**config.mk**
```make
export PLATFORM = sky130hd
export DESIGN_NAME = dual_pwm_timer
export DESIGN_NICKNAME = d
export VERILOG_FILES = /design/src/rtl/tmr_pkg.sv /design/src/rtl/tmr_prescaler.sv /design/src/rtl/tmr_regbank.sv /design/src/rtl/tmr_core.sv /design/src/rtl/dual_pwm_timer.sv
export SDC_FILE = /design/constraint.sdc
export NUM_CORES = 1
export LEC_CHECK = 0
export CAP_MARGIN = 20
export CORE_MARGIN = 3
export CORE_UTILIZATION = 50
export CTS_BUF_LIST = sky130_fd_sc_hd__clkbuf_16
export DETAILED_ROUTE_END_ITERATION = 7
export PLACE_DENSITY_LB_ADDON = 0.3
export SLEW_MARGIN = 20
export SYNTH_ARGS = -nofsm -noshare
export SYNTH_HDL_FRONTEND = slang
export SYNTH_SLANG_ARGS = --single-unit
```
**constraint.sdc**
```tcl
create_clock -name clk -period 4.9 [get_ports clk]
set_input_delay 0.98 -clock clk [delete_from_list [all_inputs] [get_ports clk]]
set_output_delay 0.98 -clock clk [all_outputs]
set_load 0.005 [all_outputs]
```
**src/rtl/tmr_pkg.sv**
```systemverilog
package tmr_pkg;

    localparam int TMR_W  = 8;
    localparam int ADDR_W = 3;
    localparam logic [TMR_W-1:0] CNT_TOP = {TMR_W{1'b1}};

    typedef enum logic [1:0] {
        MD_SPLIT    = 2'd0,
        MD_DUALPWM  = 2'd1,
        MD_CASCADE  = 2'd2,
        MD_CASC_PWM = 2'd3
    } tmr_mode_e;

    typedef enum logic [1:0] {
        FLD_PRE  = 2'd0,
        FLD_PER  = 2'd1,
        FLD_DUTY = 2'd2,
        FLD_NONE = 2'd3
    } tmr_field_e;

    typedef struct packed {
        logic [TMR_W-1:0] per;
        logic [TMR_W-1:0] duty;
    } cnt_cfg_t;

    typedef struct packed {
        logic [TMR_W-1:0] pre;
        cnt_cfg_t         lim;
    } half_cfg_t;

    function automatic logic pwm_high(input logic [TMR_W-1:0] cnt,
                                      input logic [TMR_W-1:0] duty);
        return cnt < duty;
    endfunction

endpackage

```
**src/rtl/tmr_prescaler.sv**
```systemverilog
module tmr_prescaler #(
    parameter int PW = 8
) (
    input  logic          clk,
    input  logic          rst,
    input  logic          run,
    input  logic [PW-1:0] limit,
    output logic          tick
);
    logic [PW-1:0] pc;

    assign tick = run && (pc == limit);

    always_ff @(posedge clk) begin
        if (rst || !run)
            pc <= '0;
        else if (tick)
            pc <= '0;
        else
            pc <= pc + 1'b1;
    end
endmodule

```
**src/rtl/tmr_regbank.sv**
```systemverilog
module tmr_regbank
    import tmr_pkg::*;
(
    input  logic                  clk,
    input  logic                  rst,
    input  logic                  wr_en,
    input  logic [ADDR_W-1:0]     wr_addr,
    input  logic [TMR_W-1:0]      wr_data,
    output half_cfg_t [1:0]       cfg
);
    tmr_field_e fld;
    assign fld = tmr_field_e'(wr_addr[ADDR_W-1:1]);

    for (genvar h = 0; h < 2; h++) begin : g_half
        always_ff @(posedge clk) begin
            if (rst) begin
                cfg[h] <= '0;
            end else if (wr_en && (wr_addr[0] == h[0])) begin
                case (fld)
                    FLD_PRE:  cfg[h].pre      <= wr_data;
                    FLD_PER:  cfg[h].lim.per  <= wr_data;
                    FLD_DUTY: cfg[h].lim.duty <= wr_data;
                    default:  ;
                endcase
            end
        end
    end
endmodule

```
**src/rtl/tmr_core.sv**
```systemverilog
module tmr_core
    import tmr_pkg::*;
(
    input  logic      clk,
    input  logic      rst,
    input  logic      en,
    input  tmr_mode_e mode,
    input  logic      ext_sel,
    input  logic      ext_edge,
    input  logic      tick_lo,
    input  logic      tick_hi,
    input  cnt_cfg_t  sh_lo,
    input  cnt_cfg_t  sh_hi,
    output logic      out_lo,
    output logic      out_hi,
    output logic      irq_lo,
    output logic      irq_hi
);
    logic [TMR_W-1:0] cnt_lo, cnt_hi;
    logic             tg_lo, tg_hi;
    cnt_cfg_t         act_lo, act_hi;

    logic adv_hi, adv16;
    logic lo_match, hi_match, full_match, lo_wrap, hi_wrap;

    assign adv_hi     = (mode == MD_SPLIT && ext_sel) ? ext_edge : tick_hi;
    assign adv16      = (mode == MD_CASCADE && ext_sel) ? ext_edge : tick_lo;
    assign lo_match   = (cnt_lo == act_lo.per);
    assign hi_match   = (cnt_hi == act_hi.per);
    assign full_match = lo_match && hi_match;
    assign lo_wrap    = (cnt_lo == CNT_TOP);
    assign hi_wrap    = (cnt_hi == CNT_TOP);

    always_ff @(posedge clk) begin
        if (rst) begin
            cnt_lo <= '0; cnt_hi <= '0;
            tg_lo  <= 1'b0; tg_hi <= 1'b0;
            irq_lo <= 1'b0; irq_hi <= 1'b0;
            act_lo <= '0; act_hi <= '0;
        end else if (!en) begin
            cnt_lo <= '0; cnt_hi <= '0;
            tg_lo  <= 1'b0; tg_hi <= 1'b0;
            irq_lo <= 1'b0; irq_hi <= 1'b0;
            act_lo <= sh_lo; act_hi <= sh_hi;
        end else begin
            irq_lo <= 1'b0;
            irq_hi <= 1'b0;
            case (mode)
                MD_SPLIT: begin
                    if (tick_lo) begin
                        if (lo_match) begin
                            cnt_lo <= '0; tg_lo <= ~tg_lo;
                            irq_lo <= 1'b1; act_lo <= sh_lo;
                        end else begin
                            cnt_lo <= cnt_lo + 1'b1;
                        end
                    end
                    if (adv_hi) begin
                        if (hi_match) begin
                            cnt_hi <= '0; tg_hi <= ~tg_hi;
                            irq_hi <= 1'b1; act_hi <= sh_hi;
                        end else begin
                            cnt_hi <= cnt_hi + 1'b1;
                        end
                    end
                end
                MD_DUALPWM: begin
                    if (tick_lo) begin
                        cnt_lo <= cnt_lo + 1'b1;
                        if (lo_wrap) begin
                            irq_lo <= 1'b1; act_lo <= sh_lo;
                        end
                    end
                    if (tick_hi) begin
                        cnt_hi <= cnt_hi + 1'b1;
                        if (hi_wrap) begin
                            irq_hi <= 1'b1; act_hi <= sh_hi;
                        end
                    end
                end
                MD_CASCADE, MD_CASC_PWM: begin
                    if (adv16) begin
                        if (full_match) begin
                            cnt_lo <= '0; cnt_hi <= '0;
                            tg_hi  <= ~tg_hi; irq_hi <= 1'b1;
                            act_lo <= sh_lo; act_hi <= sh_hi;
                        end else begin
                            cnt_lo <= cnt_lo + 1'b1;
                            if (lo_wrap)
                                cnt_hi <= cnt_hi + 1'b1;
                        end
                        if (mode == MD_CASCADE) begin
                            if (lo_match) begin
                                tg_lo <= ~tg_lo; irq_lo <= 1'b1;
                            end
                        end else if (lo_wrap) begin
                            irq_lo <= 1'b1;
                        end
                    end
                end
                default: ;
            endcase
        end
    end

    logic lo_is_pwm;
    assign lo_is_pwm = (mode == MD_DUALPWM) || (mode == MD_CASC_PWM);

    assign out_lo = en && (lo_is_pwm ? pwm_high(cnt_lo, act_lo.duty) : tg_lo);
    assign out_hi = en && ((mode == MD_DUALPWM) ? pwm_high(cnt_hi, act_hi.duty) : tg_hi);
endmodule

```
**src/rtl/dual_pwm_timer.sv**
```systemverilog
module dual_pwm_timer
    import tmr_pkg::*;
(
    input  logic              clk,
    input  logic              rst,
    input  logic              en,
    input  logic [1:0]        mode,
    input  logic              ext_sel,
    input  logic              ext_cnt,
    input  logic              wr_en,
    input  logic [ADDR_W-1:0] wr_addr,
    input  logic [TMR_W-1:0]  wr_data,
    output logic              out_lo,
    output logic              out_hi,
    output logic              irq_lo,
    output logic              irq_hi
);
    half_cfg_t [1:0] cfg;
    logic      [1:0] tick;
    logic            ext_q;
    logic            ext_edge;

    tmr_regbank u_regs (
        .clk     (clk),
        .rst     (rst),
        .wr_en   (wr_en),
        .wr_addr (wr_addr),
        .wr_data (wr_data),
        .cfg     (cfg)
    );

    for (genvar g = 0; g < 2; g++) begin : g_pre
        tmr_prescaler #(.PW(TMR_W)) u_pre (
            .clk   (clk),
            .rst   (rst),
            .run   (en),
            .limit (cfg[g].pre),
            .tick  (tick[g])
        );
    end

    always_ff @(posedge clk) begin
        if (rst) ext_q <= 1'b0;
        else     ext_q <= ext_cnt;
    end
    assign ext_edge = ext_cnt && !ext_q;

    tmr_core u_core (
        .clk      (clk),
        .rst      (rst),
        .en       (en),
        .mode     (tmr_mode_e'(mode)),
        .ext_sel  (ext_sel),
        .ext_edge (ext_edge),
        .tick_lo  (tick[0]),
        .tick_hi  (tick[1]),
        .sh_lo    (cfg[0].lim),
        .sh_hi    (cfg[1].lim),
        .out_lo   (out_lo),
        .out_hi   (out_hi),
        .irq_lo   (irq_lo),
        .irq_hi   (irq_hi)
    );
endmodule

```
==> summary.txt <==
Hold path
  • Hold Crit Depth: 2
  • Hold path start: u_regs.cfg[26]$_SDFFE_PP0P_
  • Worst hold endpoint: u_regs.cfg[26]$_SDFFE_PP0P_
  • HP Class: flop to flop

Clock network
  • Hold Buf Count CTS: 0
  • H-tree depth: 4
  • CTS resizes: 0
  • Clock sink count: 117
  • Reg clk slew, reported paths: approximately 0.05 ns
  • Insertion delay to the later sink of the worst-skew pair: 0.41 ns
  • Post-CTS Setup Bufs: 0
  • Clock Tree Root: clkbuf_16
  • CTS tree: yes
  • Clock buffer depth: 2
  • CTS Buf Count: 17

Timing
  • Max Fclk: 256.3 MHz
  • Min cycle time layout: 3.901 ns
  • Worst-Margin Slew: 1.066 ns
  • Final Cycle Share: 79.61%
  • RSZ-0062 raised after global routing: false
  • Slew headroom: between 20 and 30%
  • Fin Setup TNS: 0 ns
  • Hold Vio Cnt, Final: 0
  • Max-slew violation count: 0
  • Clock Skew: roughly 0.008 ns
  • Final setup fails: 0

Critical path
  • Crit-path max FO: 11
  • Critical path's largest stage delay: 0.70 ns
  • R2r worst-path depth: 7
  • Worst path cell trace: clkdlybuf4s50_1 > nor2b_1 > nor2_1 > a41o_1 > clkdlybuf4s50_1
  • Worst Path Arrival: 2.92 ns
  • Critical path class: primary input to primary output
  • CP Launch Type: primary input
  • CP Capture Type: primary output
  • CP Data Required Time: 3.92 ns
  • Reg-to-reg slack, setup: between 2 and 2.5 ns
  • R2R Path End: u_core.cnt_hi[2]$_SDFFE_PP0P_
  • Worst path slowest cell: clkdlybuf4s50_1
  • RR Startpoint: u_core.cnt_hi[5]$_SDFFE_PP0P_
  • CP most frequent cell: clkdlybuf4s50_1

Outcome
  • Status: completed

Floorplan
  • Core ar.: 0.01032 mm2
  • Die footprint: 0.01190 mm2
  • Die X-Extent: 109.1 um
  • # rows: 37
  • Starting Density: 51.47%
  • IO Pins: 23
  • DIE HEIGHT: between 100 and 150 um

Cells and area
  • Design area: 0.006207 mm2
  • Final nets: 658
  • Layout area overhead: 16.81%
  • Final Non-Filler Cells: 770
  • Share of post-route cells with drive strength above 1: under 10%
  • # diodes: 0

Detailed routing
  • First drt pass iteration count: 5
  • WL per Instance: ~15 um
  • Routed wire length: 11.91 mm
  • Drt drc: 0
  • Vias after detailed routing: 4,197
  • Post-route ant nets: 0
  • Starting DRT DRC Count: 237
  • DR vias/cell: 5.451

Placement
  • Port Buffers: 22
  • Gpl congestion: between 0.8 and 0.9
  • DP Cell Count: 738
  • Post-DP Area: 0.005610 mm2
  • Hpwl dp: between 8 and 9 mm

Global route
  • Grt ovf: 0
  • Largest net degree at the start of global routing: 83
  • Met1 Use GR: 26.76%
  • Routing usage on met2: 36.01%
  • First-pass GRT wire length: around 20 mm
  • Initial antenna violation count: 0
  • Global router's overall resource usage: 21.51%
  • Routing usage on met3: under 10%
  • Vias in the first global route: 4,134
  • Gr busiest metal: met2

Logic synthesis
  • Mapped Area: 0.005314 mm2
  • Ys async rst share: 0%
  • Post-synth net total: 636
  • Post-synth EDFFs: 0
  • Most frequent cells after synthesis: 117 x dfxtp_1, 90 x nor2_1, 82 x nand2_1
  • Area leader, netlist: dfxtp_1
  • Synth warn: 0
  • Count leader, synth: dfxtp_1
  • Share of Yosys cell area claimed by the top area cell type: 44.08%
  • Sequential fraction of the synthesis area: ~44%
  • Synthesis-stage register bit count: 117
  • Most common flop cell mapped by yosys: dfxtp_1
  • Cells after Synth: 599
  • Yosys cell types: 47
  • Mapped Avg Cell Area: 8.871 um2
  • Ranking of synthesized cells by area: dfxtp_1 44%, mux2i_1 9.2%, xor2_1 7.7%

Power and ir drop
  • Switching Share: between 20% and 30%
  • Comb power frac: ~8.4%
  • Maximum vdd ir drop: ~0.19 mV
  • Clock power frac: 51.4%
  • Internal power: 0.001881 W
  • Pwr Density: 392.8 mW/mm2
  • Leakage power: 2.579 nW
  • Sequential group share of total power: 40.3%
  • Switching power: 0.0005568 W

Job
  • Max cap viols: 0
power groups by stage:
stage          clock network (W)  registers [W]  logic [W]
2_1_floorplan                  0       0.000998   0.000147
3_3_place_gp                   0        0.00100   0.000197
4_1_cts                  0.00127       0.000982   0.000204
5_1_grt                  0.00131       0.000983   0.000223
6_report                 0.00125       0.000982   0.000204
3_5_place_dp                   0        0.00100   0.000202
layer usage:
layer  vias to the layer above  share of wire, %
li1                       2090                 -
met5                         -                 0
met1                      2014                45
met4                         0               1.9
met2                        73                49
met3                        20               3.2
cell type report:
| cell class | count | area, um2 |
|---|---|---|
| Tap cell | 136 | 170.2 |
| Clock buffer | 17 | 425.4 |
| Multi-Input combinational cell | 443 | 2796 |
| Fill cell | 863 | 4116 |
| Timing Repair Buffer | 25 | 237.7 |
| Clock inverter | 15 | 171.4 |
| Inverter | 17 | 63.81 |
| Sequential cell | 117 | 2342 |
flip-flops by register name, summed over array words and instances, names as in the netlist:
register / count
u_core.act_lo: 16
u_core.irq_lo: 1
u_regs.cfg: 48
u_core.act_hi: 16
ext_q: 1
g_pre.u_pre.pc: 16
u_core.tg_lo: 1
u_core.irq_hi: 1
u_core.cnt_lo: 8
u_core.tg_hi: 1
u_core.cnt_hi: 8
layout by cell type (no fill, tap or decap), types with 3 or more instances in the layout:
master,count
bufinv_16,4
nor3b_1,5
nor2_1,90
or2_2,3
a211oi_1,3
nand2_1,82
nor4_1,7
nand2b_1,8
xor2_1,47
o21ai_0,13
and3_1,12
clkdlybuf4s50_1,21
clkbuf_16,17
nand3_1,13
buf_4,3
mux2i_1,49
nor2b_1,5
ha_1,18
xnor2_1,6
or3_1,3
a21oi_1,37
a21o_1,3
dfxtp_1,117
inv_1,20
nand4_1,7
a32o_1,6
clkinv_1,4
nor3_1,4
kinds of logic after synthesis:
group	synth area share [%]
xor gates and xnor gates	8.735
buffers and inverters	3.296
adders and majority gates	4.238
DFF	44.08
AOI/OAI and AO/OA	9.819
muxes	9.230
and+or+nand+nor	20.60
how the worst max path moves through the flow:
stage | startpoint | to | slack [ns] | depth (start not counted)
after global placement | mode[0] | out_hi | 1.09 | 5
after floorplan | mode[0] | u_core.act_hi[0]$_SDFFE_PP0P_ | 2.08 | 8
after detailed placement | mode[0] | out_hi | 1.04 | 5
final | mode[0] | out_hi | 1.0 | 5
after global routing | mode[0] | out_hi | 0.88 | 5
after CTS | mode[0] | out_hi | 1.03 | 5
per-stage QoR:
stage                     hold WS, ns  setup slack (ns)  util, %  total power [W]
final                          0.4511            0.9990    60.13         0.002438
after global routing           0.4646            0.8759    60.13         0.002514
after CTS                      0.4530             1.026    60.13         0.002453
after detailed placement       0.4458             1.041    54.34         0.001203
after global placement         0.4403             1.089    54.34         0.001198
after floorplan                0.4357             2.083        -         0.001144
worst max-delay path: cells and delay by family:
family	cells	cell delay, ns
buffers and inverters	2	1.15
AO/OA/AOI/OAI	1	0.24
AND/OR/NAND/NOR	2	0.55
Note: power is estimated with default switching activity, not from simulation.
